File: config.mk
export PLATFORM = sky130hd
export DESIGN_NAME = updn_count_slice
export DESIGN_NICKNAME = d
export VERILOG_FILES = /design/src/rtl/updn_count_pkg.sv /design/src/rtl/updn_count_ctl.sv /design/src/rtl/updn_count_next.sv /design/src/rtl/updn_count_reg.sv /design/src/rtl/updn_count_term.sv /design/src/rtl/updn_count_slice.sv
export SDC_FILE = /design/constraint.sdc
export NUM_CORES = 1
export LEC_CHECK = 0
export BUFFER_PORTS_ARGS = -buffer_cell sky130_fd_sc_hd__buf_4
export CORE_AREA = 2 2 39 41
export CTS_CLUSTER_DIAMETER = 30
export DETAILED_ROUTE_END_ITERATION = 16
export DIE_AREA = 0 0 41 43
export GPL_TIMING_DRIVEN = 0
export REMOVE_ABC_BUFFERS = 1
export SYNTH_ARGS = -nofsm -noshare
export SYNTH_HDL_FRONTEND = slang
export SYNTH_SLANG_ARGS = --single-unit
File: constraint.sdc
create_clock -name clk -period 1.42 [get_ports clk]
set_clock_uncertainty 0.05 [all_clocks]
set_input_delay 0.284 -clock clk [delete_from_list [all_inputs] [get_ports clk]]
set_output_delay 0.284 -clock clk [all_outputs]
set_load 0.05 [all_outputs]
File: src/rtl/updn_count_pkg.sv
package updn_count_pkg;

  // Action chosen for the next clock edge
  typedef enum logic [1:0] {
    ACT_HOLD = 2'd0,
    ACT_LOAD = 2'd1,
    ACT_INC  = 2'd2,
    ACT_DEC  = 2'd3
  } slice_act_e;

endpackage

File: src/rtl/updn_count_ctl.sv
module updn_count_ctl
  import updn_count_pkg::*;
(
  input  logic       enable_n,
  input  logic       load_n,
  input  logic       count_up,
  output slice_act_e act
);

  // Precedence: disable, then load, then direction
  always_comb begin
    if (enable_n)      act = ACT_HOLD;
    else if (!load_n)  act = ACT_LOAD;
    else if (count_up) act = ACT_INC;
    else               act = ACT_DEC;
  end

endmodule

File: src/rtl/updn_count_next.sv
module updn_count_next
  import updn_count_pkg::*;
#(
  parameter int WIDTH = 4
) (
  input  slice_act_e       act,
  input  logic [WIDTH-1:0] cur,
  input  logic [WIDTH-1:0] preset,
  output logic [WIDTH-1:0] nxt
);

  localparam logic [WIDTH-1:0] STEP = WIDTH'(1);

  always_comb begin
    case (act)
      ACT_LOAD: nxt = preset;
      ACT_INC:  nxt = cur + STEP;
      ACT_DEC:  nxt = cur - STEP;
      default:  nxt = cur;
    endcase
  end

endmodule

File: src/rtl/updn_count_reg.sv
module updn_count_reg #(
  parameter int WIDTH = 4
) (
  input  logic             clk,
  input  logic             clear,
  input  logic [WIDTH-1:0] d,
  output logic [WIDTH-1:0] q
);

  always_ff @(posedge clk or posedge clear) begin
    if (clear) q <= '0;
    else       q <= d;
  end

endmodule

File: src/rtl/updn_count_term.sv
module updn_count_term #(
  parameter int WIDTH = 4
) (
  input  logic [WIDTH-1:0] value,
  output logic             term_n
);

  // Ripple AND chain over the count bits
  logic [WIDTH:0] chain;
  assign chain[0] = 1'b1;

  for (genvar b = 0; b < WIDTH; b++) begin : g_and
    assign chain[b+1] = chain[b] & value[b];
  end

  assign term_n = ~chain[WIDTH];

endmodule

File: src/rtl/updn_count_slice.sv
module updn_count_slice
  import updn_count_pkg::*;
#(
  parameter int WIDTH = 4
) (
  input  logic             clk,
  input  logic             clear,
  input  logic             count_up,
  input  logic             load_n,
  input  logic             enable_n,
  input  logic [WIDTH-1:0] preset,
  output logic [WIDTH-1:0] count,
  output logic             term_n
);

  slice_act_e       act;
  logic [WIDTH-1:0] nxt;

  updn_count_ctl i_ctl (
    .enable_n (enable_n),
    .load_n   (load_n),
    .count_up (count_up),
    .act      (act)
  );

  updn_count_next #(.WIDTH(WIDTH)) i_next (
    .act    (act),
    .cur    (count),
    .preset (preset),
    .nxt    (nxt)
  );

  updn_count_reg #(.WIDTH(WIDTH)) i_reg (
    .clk   (clk),
    .clear (clear),
    .d     (nxt),
    .q     (count)
  );

  updn_count_term #(.WIDTH(WIDTH)) i_term (
    .value  (count),
    .term_n (term_n)
  );

endmodule

; ---- Yosys cells after proc, flatten, opt, wreduce, memory -nomap -nowiden
; Cells that the tools add are included.
[word_totals]
register_bits = 4
output_inout_bits = 5
input_bits = 9
[classes]
bitwise_logic = 4
n_eq_ne = 3
n_mux = 4
n_addsub = 2
n_reduce_logical = 1
[op_table]
columns = op, n
row1 = $pmux 4 s3, 1
row2 = $add 4x1->4 const B, 1
row3 = $eq 2x2->1 const B, 2
row4 = $mux 2, 2
row5 = $sub 4x1->4 const B, 1
row6 = $and 1x1->1, 3
row7 = $reduce_bool 3->1, 1
row8 = $eq 2x1->1 const B, 1
row9 = $mux 1, 1
row10 = $not 1->1, 1

; ---- Logic depth before layout (Yosys ltp)
; Gate-level depths: netlist (run 1).
[depth]
depth_word = 5
depth_mapped = 8
ltp_nobuf = 7

; ---- Modules after synthesis
; A second synthesis (run 1) with hierarchy kept.
[hier_totals]
hier_cells = 41
area_unflattened_um2 = 337.8
[by_module_without_submodules]
columns = module, instances, area_per_inst_um2, cells_each
row1 = updn_count_next, 1, 216.5, 33
row2 = updn_count_reg, 1, 103.8, 5
row3 = updn_count_ctl, 1, 11.3, 2
row4 = updn_count_term, 1, 6.3, 1

; ---- Worst setup path before layout (run 1)
; OpenSTA, ideal clock, no wires.
[synth_path]
path_type = register to register
start = register i_reg.q[1]
end = register i_reg.q[2]
stages_incl_launch_ff = 7
synth_period_minus_slack_ns = 1.747
path_slack_ns = -0.327
arrival_time_ns = 1.578
setup_time_ns = 0.119
path_cell_list = dfrtp_1 xor2_1 ha_1 nor3_1 a221oi_1 o21ai_0 o21a_1
[synth_between]
elab_chain_len = 2
elab_cells_between_ends = 3
cone_classes = add/sub: 2 / mux: 1
[synth_rtl]
columns = item, line
row1 = from (decl), updn_count_reg.sv:7  ; output logic [WIDTH-1:0] q
row2 = from (signal assigned), updn_count_reg.sv:11  ; if (clear) q <= '0;
row3 = from (signal assigned), updn_count_reg.sv:12  ; else q <= d;
row4 = $sub 4x1->4 / $add 4x1->4 (equally long branches), "updn_count_next.sv:18, updn_count_next.sv:17"
row5 = $pmux 4 s3 (*), updn_count_next.sv:15  ; case (act)
; Mark *: on every way between the ends. The rest lies on a longest branch, timed or not.
; A chain may end at the register's enable or synchronous reset.

; ---- Worst setup path in the final report (run 1)
[layout_path]
start = input port enable_n
end = register i_reg.q[2]
[layout_between]
elab_chain_len = 3
elab_cells_between_ends = 6
cone_classes = eq/ne: 3 / mux: 2 / reduce/logical: 1
[layout_rtl]
columns = item, line
row1 = from (decl), updn_count_slice.sv:10  ; input logic enable_n,
row2 = $mux 2 (*), updn_count_ctl.sv:12  ; if (enable_n) act = ACT_HOLD;
row3 = $eq 2x2->1 / $eq 2x1->1 (equally long branches), updn_count_next.sv:15
row4 = $pmux 4 s3 / $reduce_bool 3->1 (equally long branches), n/a
; Marks and branches as above.

==> results.cfg, run 1 <==
[logic_synthesis]
synth_area_per_cell_um2 = 9.40
seq_area_frac_synth = 0.323
synth_top_family_by_area = compound AO/OA/AOI/OAI gates
netlist_instances = 33
netlist_area_um2 = 310
ys_warn_count = 0
synthXorXnorAreaFrac = 0.0565
synthDistinctLibCells = 19
synthMuxAreaShare = 0.0645
yosys.area_share.simple = 0.181
synthAdderAreaFrac = 0.0403
ys_ff_latch = 4
synth_compound_area_frac = 0.226

[power_and_ir_drop]
ir_drop_v = 0.000369
leakagePower_nw = 0.249
powerDensity_nw_per_um2 = 1130

[setup_path]
slowest_delay_ns = 0.24
reg2reg_depth = 6
critPathKind = primary input to flip-flop
crit_path_cell_trace = buf_6 -> nor3b_4 -> xor2_1 -> ha_2 -> nor3_1 -> a221oi_1 -> o21ai_1 -> o21a_1
arrival_ns = 1.56
end_kind = flip-flop
cp.required_ns = 1.48
r2r_slack_ns = -0.06
worstReg2RegStart = i_reg.q[1]
r2r-end = i_reg.q[2]
path_delay_family = compound AO/OA/AOI/OAI gates
crit_slowest_cell = a221oi_1
critPathMaxFanout = 11
cp-start-kind = primary input
path_buf_inv = 1

[cts]
clock_path_buffers = 2
root_buffer = clkbuf_4
htreeDepth = 1
numCtsBuffers = 3
clock_sinks = 4
clkSlewWorstSetupHoldPaths_ns = 0.04
cts_tree = built
clock_latency_ns = 0.23

[drt]
vias_per_cell = 4.61
drc_errors = 0
drt_iter0_drc = 3
post_drt_wl_per_cell_um = 10.6
vias = 323
ant_nets = 0
route.final.wire_length_um = 740
drtPass1Iterations = 4

[placement]
dp.cells = 60
io_buffers = 13
finalWeightedCongestion = 0.660
pre_cts_slack_ns = -0.376
dp_hpwl_um = 511

[die]
start_util = 0.224
die_h_um = 43
dieWidth_um = 41
dieArea_um2 = 1760
fp-row-count = 14
core_um2 = 1380
io_pins = 14

[finish]
final_common_cell = buf_4
largest_reg_flops = 4
final_net_count = 66
num_antenna_cells = 0
area_growth_pct = 67.7
layout_common_cells = buf_4 (16), inv_1 (3), nor3_1 (3), clkbuf_4 (3), dfrtp_1 (3)
largest-register = i_reg.q
final_cells = 70
reg_top3 = i_reg.q (4)
drive_gt1_frac = 0.519

[timing]
max_clock_freq_mhz = 670
slew_viol_final = 0
period_share = 1.05
max_slew_margin = 0.843
rsz0062_at_grt = yes
fin_ws_ns = -0.0723
hold_viol_final = 0
setup_viol = 1
fin_crit_ns = 1.49
tns_ns = -0.0723
worst_pin_slew_ns = 0.234

[job]
maxCapViolations = 0

[outcome]
violations = setup timing
status = finished with violations

[grt]
antenna_found_initial = 0
grt_util_all_layers = 0.101
grt_max_degree = 12
globalRouteOverflowTotal = 0
grt_pass1_vias = 301
grt_pass1_wl_um = 1150

[hold_path]
hp-start = preset[0]
min_path_cells = 2
min_to = i_reg.q[0]
hp-class = primary input to flip-flop
## layer usage
metal / global-route usage / routed length [um] / vias up
met5: 0 / 0 / -
met4: 0.100 / 0 / 0
met3: 0.0157 / 28 / 0
met2: 0.138 / 387 / 9
met1: 0.124 / 323 / 149
li1: - / - / 165
## repair_timing
item                                   4_1_cts  5_1_grt
setup buffers                                6        0
endpoints found under the hold margin        4        0
setup endpoints to repair                    2        2
hold buffers                                 1        0
gates resized for setup                     10        2
pin swaps                                    5        1
## cells by family (layout without fill, tap and decap cells)
family / after synthesis / after routing
flip-flops: 4 / 4
multiplexers: 2 / 2
buffers and inverters: 5 / 26
AND/OR/NAND/NOR: 9 / 9
AO/OA/AOI/OAI: 10 / 10
adder cells (fa/ha/maj): 1 / 1
XOR/XNOR: 2 / 2
## area by class of cell
cell class / instances / area, um2
fill: 154 / 863
multi-input combinational: 24 / 198
timing repair buffer: 20 / 168
sequential: 4 / 101
clock buffer: 3 / 22.5
tap: 16 / 20.0
inverter: 3 / 11.3
## Yosys cell counts
cell	count	share of area
o21ai_0	3	0.048
o41ai_1	1	0.028
and3_2	1	0.024
xor2_1	2	0.056
dfrtp_1	4	0.32
buf_6	2	0.073
mux2i_1	2	0.065
nor3_1	3	0.048
a2bb2oi_1	1	0.028
nor3b_4	1	0.060
nor2_1	1	0.012
nand2_1	3	0.036
o21a_1	1	0.024
a221o_1	1	0.032
a221oi_1	1	0.028
a21oi_1	1	0.016
inv_1	3	0.036
ha_1	1	0.040
o22ai_1	1	0.020
## report_power, final
part	leakage [nW]	internal [W]	switching (W)
Sequential	0.0454	0.000136	0.0000221
Clock	0.0138	0.0000942	0.0000420
Combinational	0.189	0.000131	0.000162
## how the worst max path moves through the flow
stage / start / end / slack [ns] / depth (start not counted)
2_1_floorplan: i_reg.q[1] / i_reg.q[2] / -0.33 / 6
3_3_place_gp: enable_n / i_reg.q[2] / -0.37 / 7
3_5_place_dp: enable_n / i_reg.q[2] / -0.38 / 8
4_1_cts: i_reg.q[1] / i_reg.q[2] / -0.03 / 6
5_1_grt: i_reg.q[1] / i_reg.q[2] / -0.18 / 5
6_report: enable_n / i_reg.q[2] / -0.07 / 8
## metrics by stage
step	hold slack [ns]	util	power, W	area, um2
global placement	0.129	0.293	0.000387	405
detailed placement	0.128	0.293	0.000387	405
global route	0.244	0.376	0.000624	520
CTS	0.237	0.370	0.000590	512
finish	0.248	0.376	0.000588	520
floorplan	0.0000822	-	0.000309	288
No activity file was read; power rests on OpenSTA's default activity.
==> inputs of run 2 (changes only) <==
--- a/config.mk
+++ b/config.mk
@@ -12,6 +12,7 @@
 export DIE_AREA = 0 0 41 43
 export GPL_TIMING_DRIVEN = 0
 export REMOVE_ABC_BUFFERS = 1
+export SETUP_SLACK_MARGIN = 0.15
 export SYNTH_ARGS = -nofsm -noshare
 export SYNTH_HDL_FRONTEND = slang
 export SYNTH_SLANG_ARGS = --single-unit
==> run 2 against run 1 <==
Net effect: the run still ends with setup timing left; sequential power hardly changed; register-to-register slack about the same; via count is 0.93% higher; flip-flop and latch count is the same; fmax down 0.54%; critical path depth decreased by 4; first-iteration DRC count grew 67%; setup slack got worse by 0.0081 ns; non-clock buffer count is 2 higher; wire length up 5.8%; combinational power rose by 14%; critical path type is now flip-flop to output port; critical endpoint is now term_n; largest power group unchanged.
==> results.cfg, run 2 (synthesis results as in run 1) <==
[finish]
final_util = 0.407
layout_common_cells = buf_4 (14), buf_6 (4)
fillers = 151
final_net_count = 68
num_antenna_cells = 0
drive_gt1_frac = 0.554
final_cells = 72
reg_top3 = i_reg.q (4)
regArea_um2 = 101
largest_reg_flops = 4
largest-register = i_reg.q
final_common_cell = buf_4
multi_input_area_um2 = 203
area_growth_pct = 81.5

[drt]
vias = 326
wl_met3_um = 29
dr_wl_met2_um = 405
vias_per_cell = 4.53
drtPass1Iterations = 2
post_drt_wl_per_cell_um = 10.9
route.layer.met1.wl_um = 348
top_layer_used = met3
ant_nets = 0
drt_iter0_drc = 5
route.final.wire_length_um = 783
drc_errors = 0

[grt]
antenna_found_initial = 0
grt_util_all_layers = 0.0999
grt_pass1_vias = 293
grt_max_degree = 12
globalRouteOverflowTotal = 0
grt_pass1_wl_um = 1140

[timing]
fin_ws_ns = -0.0804
period_share = 1.06
max_slew_margin = 0.834
hold_viol_final = 0
worst_pin_slew_ns = 0.246
tns_ns = -0.129
slew_viol_final = 0
rsz0062_at_grt = yes
holdWs_ns = 0.248
max_clock_freq_mhz = 667
fin_crit_ns = 1.50
setup_viol = 2

[placement]
finalWeightedCongestion = 0.660
io_buffers = 13
dp_hpwl_um = 511
pre_cts_slack_ns = -0.376
dp.cells = 60

[setup_path]
end_kind = output port
cp-start-kind = flip-flop
arrival_ns = 1.17
critPathMaxFanout = 3
cp.required_ns = 1.09
critPathKind = flip-flop to output port

[cts]
clock_latency_ns = 0.23
clock_path_buffers = 2
root_buffer = clkbuf_4
clkSlewWorstSetupHoldPaths_ns = 0.03
numCtsBuffers = 3
htreeDepth = 1
clock_sinks = 4
cts_tree = built

[hold_path]
hp-class = primary input to flip-flop

[die]
die_h_um = 43
fp-row-count = 14
core_um2 = 1380
io_pins = 14
dieWidth_um = 41
dieArea_um2 = 1760
start_util = 0.224

[power_and_ir_drop]
ir_drop_v = 0.000389
leakagePower_nw = 0.267
powerDensity_nw_per_um2 = 1110

[job]
maxCapViolations = 0

[outcome]
status = finished with violations
violations = setup timing
## run 2: cell types whose count changed in the layout (fill, tap and decap cells not counted)
cell     delta
buf_4       -2
buf_6       +2
buf_8       +2
nor3_1      -1
nor3_2      +1
o21ai_0     +1
o21ai_1     -1
## run 2: power breakdown
part           switching, W  internal [W]  leakage, nW  total (W)
clock             0.0000420     0.0000942       0.0138   0.000136
sequential        0.0000213      0.000136       0.0454   0.000157
combinational      0.000174      0.000161        0.208   0.000334
total              0.000237      0.000390        0.267   0.000627
## run 2: layout make-up
class | instances | share of cell area
repair buffers | 22 | 0.364
inverters | 3 | 0.0200
clock buffers | 3 | 0.0400
multi-input cells | 24 | 0.360
well taps | 16 | 0.0356
flip-flops and latches | 4 | 0.180
## run 2: path summary, 6_finish.rpt
check	start	to	slack, ns	cells after the start
max in group asynchronous	clear	i_reg.q[1]	0.72	3
max reg2reg	i_reg.q[1]	i_reg.q[2]	-0.05	5
min in group asynchronous	clear	i_reg.q[2]	0.44	3
max	i_reg.q[1]	term_n	-0.08	4
min	preset[0]	i_reg.q[0]	0.25	2
min reg2reg	i_reg.q[3]	i_reg.q[3]	0.58	1
## run 2: per-stage QoR
| stage | total power, W | instance area (um2) |
|---|---|---|
| floorplan | 0.000309 | 288 |
| global placement | 0.000387 | 405 |
| detailed placement | 0.000387 | 405 |
| CTS | 0.000612 | 532 |
| global route | 0.000663 | 563 |
| finish | 0.000627 | 563 |
## run 2: critical path: stages, from the launching register on
cell and delay (ns):
dfrtp_2 0.41, buf_4 0.14, and3_4 0.18, nand2_4 0.06, buf_8 0.13
## run 2: timing repair
action,4_1_cts,5_1_grt
pin swaps,6,1
resized for setup,14,4
hold buffers,1,0
endpoints found under the hold margin,4,0
endpoints found under the setup margin,4,6
setup buffers,6,2
## run 2: per-layer routing
metal,track usage,up-vias
met4,0.100,0
met1,0.127,149
met3,0.0157,0
met5,0,-
li1,-,170
met2,0.131,7
